===== src/rtl/spi_irq_pkg.sv =====
package spi_irq_pkg;
  localparam int STAT_W = 7;

  localparam int B_RX_OVF  = 0;
  localparam int B_MODE_F  = 1;
  localparam int B_TX_LOW  = 2;
  localparam int B_TX_FULL = 3;
  localparam int B_RX_HIGH = 4;
  localparam int B_RX_FULL = 5;
  localparam int B_TX_UNF  = 6;

  localparam logic [STAT_W-1:0] STICKY_MSK = 7'b100_0011;
  localparam logic [STAT_W-1:0] LEVEL_MSK  = 7'b011_1100;
  localparam logic [STAT_W-1:0] VALID_MSK  = 7'h7F;

  localparam logic [7:0] OFF_STATUS   = 8'h04;
  localparam logic [7:0] OFF_MASK_SET = 8'h08;
  localparam logic [7:0] OFF_MASK_CLR = 8'h0C;

  // Latched update: a clear drops a bit, and an event in the same cycle wins.
  function automatic logic [STAT_W-1:0] sticky_next(
    input logic [STAT_W-1:0] cur,
    input logic [STAT_W-1:0] clr,
    input logic [STAT_W-1:0] ev);
    return ((cur & ~clr) | ev) & STICKY_MSK;
  endfunction
endpackage


===== src/rtl/irq_level_calc.sv =====
module irq_level_calc
  import spi_irq_pkg::*;
#(
  parameter int CNT_W = 7
) (
  input  logic [CNT_W-1:0]  rx_count,
  input  logic [CNT_W-1:0]  tx_count,
  input  logic [CNT_W-1:0]  rx_thresh,
  input  logic [CNT_W-1:0]  tx_thresh,
  input  logic              rx_full,
  input  logic              tx_full,
  output logic [STAT_W-1:0] lvl_vec
);
  function automatic logic at_or_above(input logic [CNT_W-1:0] c,
                                       input logic [CNT_W-1:0] t);
    return c >= t;
  endfunction

  always_comb begin
    lvl_vec            = '0;
    lvl_vec[B_TX_LOW]  = !at_or_above(tx_count, tx_thresh);
    lvl_vec[B_TX_FULL] = tx_full;
    lvl_vec[B_RX_HIGH] = at_or_above(rx_count, rx_thresh);
    lvl_vec[B_RX_FULL] = rx_full;
  end
endmodule


===== src/rtl/irq_status_reg.sv =====
module irq_status_reg
  import spi_irq_pkg::*;
(
  input  logic              clk,
  input  logic              rst_n,
  input  logic [STAT_W-1:0] ev_vec,
  input  logic [STAT_W-1:0] clr_vec,
  input  logic [STAT_W-1:0] lvl_vec,
  output logic [STAT_W-1:0] status_q
);
  logic [STAT_W-1:0] sticky_d;

  always_comb sticky_d = sticky_next(status_q, clr_vec, ev_vec);

  always_ff @(posedge clk) begin
    if (!rst_n) status_q <= '0;
    else        status_q <= sticky_d | (lvl_vec & LEVEL_MSK);
  end

  for (genvar i = 0; i < STAT_W; i++) begin : g_chk
    if (STICKY_MSK[i]) begin : g_sticky

      sticky_hold_chk: assert property (@(posedge clk) disable iff (!rst_n)
        ($past(status_q[i]) && !$past(clr_vec[i])) |-> status_q[i]);

      event_wins_chk: assert property (@(posedge clk) disable iff (!rst_n)
        $past(ev_vec[i]) |-> status_q[i]);
    end
  end
endmodule


===== src/rtl/irq_mask_reg.sv =====
module irq_mask_reg
  import spi_irq_pkg::*;
(
  input  logic              clk,
  input  logic              rst_n,
  input  logic              set_we,
  input  logic              clr_we,
  input  logic [STAT_W-1:0] wdata,
  output logic [STAT_W-1:0] mask_q
);
  always_ff @(posedge clk) begin
    if (!rst_n)      mask_q <= '0;
    else if (set_we) mask_q <= mask_q | (wdata & VALID_MSK);
    else if (clr_we) mask_q <= mask_q & ~wdata;
  end


  mask_clear_chk: assert property (@(posedge clk) disable iff (!rst_n)
    $past(clr_we) |-> ((mask_q & $past(wdata)) == '0));
endmodule


===== src/rtl/spi_irq_ctrl.sv =====
module spi_irq_ctrl
  import spi_irq_pkg::*;
#(
  parameter int FIFO_DEPTH = 64,
  parameter int ADDR_W     = 8,
  parameter int DATA_W     = 32,
  localparam int CNT_W     = $clog2(FIFO_DEPTH + 1)
) (
  input  logic              clk,
  input  logic              rst_n,
  input  logic              wr_en,
  input  logic [ADDR_W-1:0] wr_addr,
  input  logic [DATA_W-1:0] wr_data,
  input  logic [CNT_W-1:0]  rx_count,
  input  logic [CNT_W-1:0]  tx_count,
  input  logic [CNT_W-1:0]  rx_thresh,
  input  logic [CNT_W-1:0]  tx_thresh,
  input  logic              rx_full,
  input  logic              tx_full,
  input  logic              ev_rx_overflow,
  input  logic              ev_mode_fail,
  input  logic              ev_tx_underflow,
  output logic [6:0]        status_o,
  output logic [6:0]        mask_o,
  output logic              irq_o
);
  logic              hit_status, hit_set, hit_clr;
  logic [STAT_W-1:0] wbits, ev_vec, clr_vec, lvl_vec, status_q, mask_q;
  logic              irq_q;

  assign hit_status = wr_en && (wr_addr == ADDR_W'(OFF_STATUS));
  assign hit_set    = wr_en && (wr_addr == ADDR_W'(OFF_MASK_SET));
  assign hit_clr    = wr_en && (wr_addr == ADDR_W'(OFF_MASK_CLR));
  assign wbits      = wr_data[STAT_W-1:0];
  assign clr_vec    = hit_status ? (wbits & STICKY_MSK) : '0;

  always_comb begin
    ev_vec           = '0;
    ev_vec[B_RX_OVF] = ev_rx_overflow;
    ev_vec[B_MODE_F] = ev_mode_fail;
    ev_vec[B_TX_UNF] = ev_tx_underflow;
  end

  irq_level_calc #(.CNT_W(CNT_W)) u_lvl (
    .rx_count(rx_count), .tx_count(tx_count),
    .rx_thresh(rx_thresh), .tx_thresh(tx_thresh),
    .rx_full(rx_full), .tx_full(tx_full), .lvl_vec(lvl_vec));

  irq_status_reg u_stat (
    .clk(clk), .rst_n(rst_n), .ev_vec(ev_vec), .clr_vec(clr_vec),
    .lvl_vec(lvl_vec), .status_q(status_q));

  irq_mask_reg u_mask (
    .clk(clk), .rst_n(rst_n), .set_we(hit_set), .clr_we(hit_clr),
    .wdata(wbits), .mask_q(mask_q));

  always_ff @(posedge clk) begin
    if (!rst_n) irq_q <= 1'b0;
    else        irq_q <= |(mask_q & status_q & VALID_MSK);
  end

  assign status_o = status_q;
  assign mask_o   = mask_q;
  assign irq_o    = irq_q;


  irq_rise_chk: assert property (@(posedge clk) disable iff (!rst_n)
    ($past(mask_o & status_o) != '0) |-> irq_o);

  irq_quiet_chk: assert property (@(posedge clk) disable iff (!rst_n)
    ($past(mask_o & status_o) == '0) |-> !irq_o);
endmodule


===== config.mk =====
export PLATFORM = sky130hd
export DESIGN_NAME = spi_irq_ctrl
export DESIGN_NICKNAME = d
export VERILOG_FILES = /design/src/rtl/spi_irq_pkg.sv /design/src/rtl/irq_level_calc.sv /design/src/rtl/irq_status_reg.sv /design/src/rtl/irq_mask_reg.sv /design/src/rtl/spi_irq_ctrl.sv
export SDC_FILE = /design/constraint.sdc
export NUM_CORES = 1
export LEC_CHECK = 0
export BUFFER_PORTS_ARGS = -buffer_cell sky130_fd_sc_hd__clkbuf_2
export CAP_MARGIN = 20
export CORE_UTILIZATION = 25
export DETAILED_ROUTE_END_ITERATION = 16
export GPL_ROUTABILITY_DRIVEN = 1
export SETUP_SLACK_MARGIN = 0.1
export SKIP_CTS_REPAIR_TIMING = 1
export SLEW_MARGIN = 20
export SYNTH_ARGS = -nofsm -noshare
export SYNTH_HDL_FRONTEND = slang
export SYNTH_SLANG_ARGS = --single-unit
export TNS_END_PERCENT = 50

===== constraint.sdc =====
create_clock -name clk -period 2.05 [get_ports clk]
set_input_delay 0.41 -clock clk [delete_from_list [all_inputs] [get_ports clk]]
set_output_delay 0.41 -clock clk [all_outputs]
set_load 0.01 [all_outputs]

Yosys cells after proc, flatten, opt, wreduce, memory -nomap -nowiden
Index checks and enable logic that the tools add are counted.
Widths: inputs -> output; s select.
{"block": "classes", "n_bitwise": 8, "muxes": 3, "reduce_logical": 6, "magnitude_cmp": 2, "n_eq_ne": 3}
{"cell": "$and 7x7->7", "count": 3}
{"cell": "$mux 7", "count": 3}
{"cell": "$eq 8x4->1 const B", "count": 2}
{"cell": "$ge 7x7->1", "count": 2}
{"cell": "$not 7->7", "count": 2}
{"cell": "$or 7x7->7", "count": 2}
{"cell": "$eq 8x3->1 const B", "count": 1}
{"cell": "$or 7x6->7", "count": 1}
{"cell": "$reduce_or 7->1", "count": 1}
{"cell": "$logic_and 1x1->1", "count": 3}
{"cell": "$reduce_bool 2->1", "count": 1}
{"cell": "$logic_not 1->1", "count": 1}
{"block": "word_totals", "word_cells": 25, "regBits": 15, "out_inout_bits": 15}

Longest topological paths before layout
{"block": "logic_depth", "ltp_word": 7, "mapped_depth": 6, "ltp_nobuf": 6}

Cells and area by module
Synthesis repeated with hierarchy kept, for this count alone.
{"block": "unflattened", "hier_cells": 116, "hier_area_um2": 1031.0}
{"mod": "irq_level_calc", "area_each_um2": 372.9, "n_inst": 1, "cells_per_inst": 51}
{"mod": "irq_mask_reg", "area_each_um2": 287.8, "n_inst": 1, "cells_per_inst": 29}
{"mod": "irq_status_reg", "area_each_um2": 234.0, "n_inst": 1, "cells_per_inst": 17}
{"mod": "spi_irq_ctrl", "area_each_um2": 136.4, "n_inst": 1, "cells_per_inst": 19}

Worst setup path before layout
Ideal clock, no wire load.
{"block": "synth_path", "kind": "input -> register", "from": "input port wr_addr[1]", "to": "register with a tool-made name", "setup_time_ns": 0.091, "slack_ns": 0.349, "path_stages": 5, "t_arrival_ns": 1.610, "t_required_ns": 1.959, "path_cell_list": "or4_4 -> nor3_4 -> buf_6 -> a21oi_1 -> a311oi_1"}
{"element": "start: declaration", "line": "spi_irq_ctrl.sv:12", "text": "input logic [ADDR_W-1:0] wr_addr,"}

==> qor_table.md <==
| Parameter | This run |
|---|---|
| Status | finished clean |
| Critical Path Slowest Stage Cell | or4_4 |
| Count of buffers inserted at the top-level ports | 65 |
| Mean routed wirelength per cell | 11.00 um |
| Setup repair after global routing missed its margin | no |
| Net Sw Power | 0.0001624 W |
| Top area cells in the synthesized netlist | dfxtp_1, ha_1, a311oi_1 |
| Total number of vias | 962 |
| Placed standard-cell area | 1269 um2 |
| Cell count after placement | 206 |
| Sequential group share of total power | 0.506 |
| Setup skew after layout | 0.006842 ns |
| Largest net degree at the start of global routing | 10 |
| Synth unique cells | 27 |
| Startpoint of the most critical register-to-register path | u_stat.status_q[4] |
| Antenna violations before repair | 0 |
| Half-perimeter wire length of the detailed placement result | 1.990 mm |
| Final-report setup violation count | 0 |
| Worst-path maximum fanout | 9 |
| Share of the clock period used by the worst path | 0.8016 |
| Overall die area | 3755 um2 |
| Total congestion overflow | 0 |
| Overall die width | 61.28 um |
| CTS H-Tree Depth | 1 |
| Top cell family by delay on the critical path | simple AND/OR/NAND/NOR gates |
| Most common cell after layout, fill and taps aside | clkbuf_2 |
| Number of cells on the worst reg-to-reg path | 2 |
| Clock latency reported for the late side of the worst-skew pair | 0.28 ns |
| Die outline height | 61.28 um |
| Endpoint type of the worst setup path | flop |
| Logic depth of the worst setup path including buffers | 5 |
| Number of top-level pins | 91 |
| Count of nets left with antenna violations after detail routing | 0 |
| CTS root buf | clkbuf_4 |
| P_int | 0.0004463 W |
| Post-Route WL | 2.311 mm |
| Post-route insts no fill | 210 |
| Number of slew-limit violations in the final report | 0 |
| Category of the critical setup timing path | primary input to flop |
| Maximum capacitance violations | 0 |
| Number of global-route vias before repair | 904 |
| Startpoint class of the critical path | primary input |
| Yosys synthesis warning count | 0 |
| Number of synthesized register bits | 15 |
| Average cell area after synthesis | 9.344 um2 |
| Via count normalized by instance count | 4.581 |
| CORE AREA | 3363 um2 |
| Worst slew margin | 0.7651 |
| Data required, critical path | 2.22 ns |
| Global-route wire length before repair | 3.629 mm |
| Routability cong. | 0.7960 |
| Number of standard-cell rows in the floorplan | 21 |
| Power consumption | 0.0006087 W |
| Cell-by-cell listing of the critical path | clkbuf_2 > or4_4 > nor3_4 > a21oi_1 > a311oi_1 |
| Cell depth of the worst min-delay path | 2 |
| GR Util All Layers | 0.1301 |
| Hold path startpoint | wr_data[2] |
| Share of final-layout standard cells stronger than drive strength 1 | 0.4573 |
| Post-synthesis net count | 184 |
| Pin slew with the least headroom to its limit | 0.3512 ns |
| Maximum clock frequency | 0.6086 GHz |
| Critical Path Source | wr_addr[1] |
| Clock Tree Buf Depth | 2 |
| Share of the synthesized area in the top cell type | 0.3419 |
| Area of the mapped netlist | 878.3 um2 |
| Total power divided by cell area | 469.6 nW/um2 |
| Clock sink total | 15 |
| Arrival time reported for the critical path endpoint | 1.82 ns |
| WP buf/inv | 1 |
| First-pass detailed-route iteration total | 4 |
| Area Overhead vs Synth | 47.58% |
| Fraction of the yosys area taken by sequential cells | 0.3419 |
| Relative contribution of combinational cells to total power | 0.218 |
| Initial Util | 0.2612 |
| Fin crit period | 1.643 ns |
| Final #Nets | 255 |
| Layout Cell Area excl Fill | 1296 um2 |
| Maximum ir drop on the vdd rail | 153.3 uV |
| Total clock buffers created by CTS | 3 |
| Cell count after synthesis | 94 |
| Clock edge transition at the registers on the reported setup and hold paths | 0.09 ns |
| 1st-iter DRT viols | 87 |
| Switching share of power | 0.2668 |
| Clock network power share | 0.275 |
| Most used cells in the layout excluding fill and tap cells | clkbuf_2, inv_1, dfxtp_1 |
| Number of DRC violations after detailed routing | 0 |
| Peak per-stage delay on the critical path | 0.55 ns |
| Leakage | 0.7004 nW |
| Largest area contributor in the synthesized netlist | dfxtp_1 |
| Number of hold violations in the final report | 0 |
| Hold Path Class | primary input to flop |
| TritonCTS clock tree | built |
| Inserted Diodes | 0 |
| Setup TNS | 0 ns |
-- routing by layer --
metal | wire, um | track usage
met1 | 936 | 0.1416
met4 | 25 | 0.05519
met3 | 162 | 0.02311
met5 | 0 | 0
met2 | 1186 | 0.2453
-- power groups by stage --
stage | combinational, W | sequential [W] | clock [W]
floorplan | 0.0000558 | 0.000319 | 0
global placement | 0.000129 | 0.000315 | 0
detailed placement | 0.000136 | 0.000315 | 0
CTS | 0.000136 | 0.000308 | 0.000175
global route | 0.000156 | 0.000309 | 0.000184
finish | 0.000133 | 0.000308 | 0.000168
-- per-stage QoR --
stage          setup WS [ns]  utilization  hold slack (ns)
2_1_floorplan         0.3493            -           0.5197
3_3_place_gp          0.2110       0.3772           0.5236
3_5_place_dp          0.1771       0.3772           0.5313
4_1_cts               0.3995       0.3854           0.3166
5_1_grt               0.2610       0.3854           0.3286
6_report              0.4068       0.3854           0.3228
-- layout make-up --
class,instances,area (um2)
Tap cell,46,57.56
Timing Repair Buffer,68,347.8
Inverter,17,63.81
Clock inverter,1,5.005
Clock buffer,3,22.52
Multi-Input combinational cell,60,499.2
Fill cell,388,2067
Sequential cell,15,300.3
-- cell families (layout without fill, tap and decap cells) --
group,count (synthesis),after routing,synth area share
AND/OR/NAND/NOR,10,10,0.08690
adder cells (fa/ha/maj),14,14,0.1994
AO/OA/AOI/OAI,36,36,0.2821
flip-flops,15,15,0.3419
buffers and inverters,19,89,0.08974
-- worst paths after layout --
kind	to	slack, ns
worst max-delay path	flop	0.41
worst min-delay path	flop	0.32
worst max register to register	irq_o	1.09
worst min register to register	flop	0.55
-- cell usage after synthesis --
master	instances
a21o_1	1
dfxtp_1	15
o2111ai_1	1
or3b_2	1
nor4_1	1
nor3_4	1
o21ai_0	4
ha_1	14
a21oi_1	9
buf_6	1
a211oi_1	1
inv_1	16
a211o_1	1
a21boi_0	3
nand2_1	1
a22oi_1	2
clkbuf_1	1
nor3b_1	1
nand2b_1	1
nor2_1	1
a222oi_1	1
clkinv_1	1
or4_4	1
a311oi_1	7
o21a_1	3
a31oi_1	3
and2_1	2
-- worst register-to-register path: cells and delay by family (launching register included) --
family / cells / cell delay, ns
AO/OA/AOI/OAI: 2 / 0.52
flip-flops: 1 / 0.33
No activity file was read; power rests on OpenSTA's default activity.
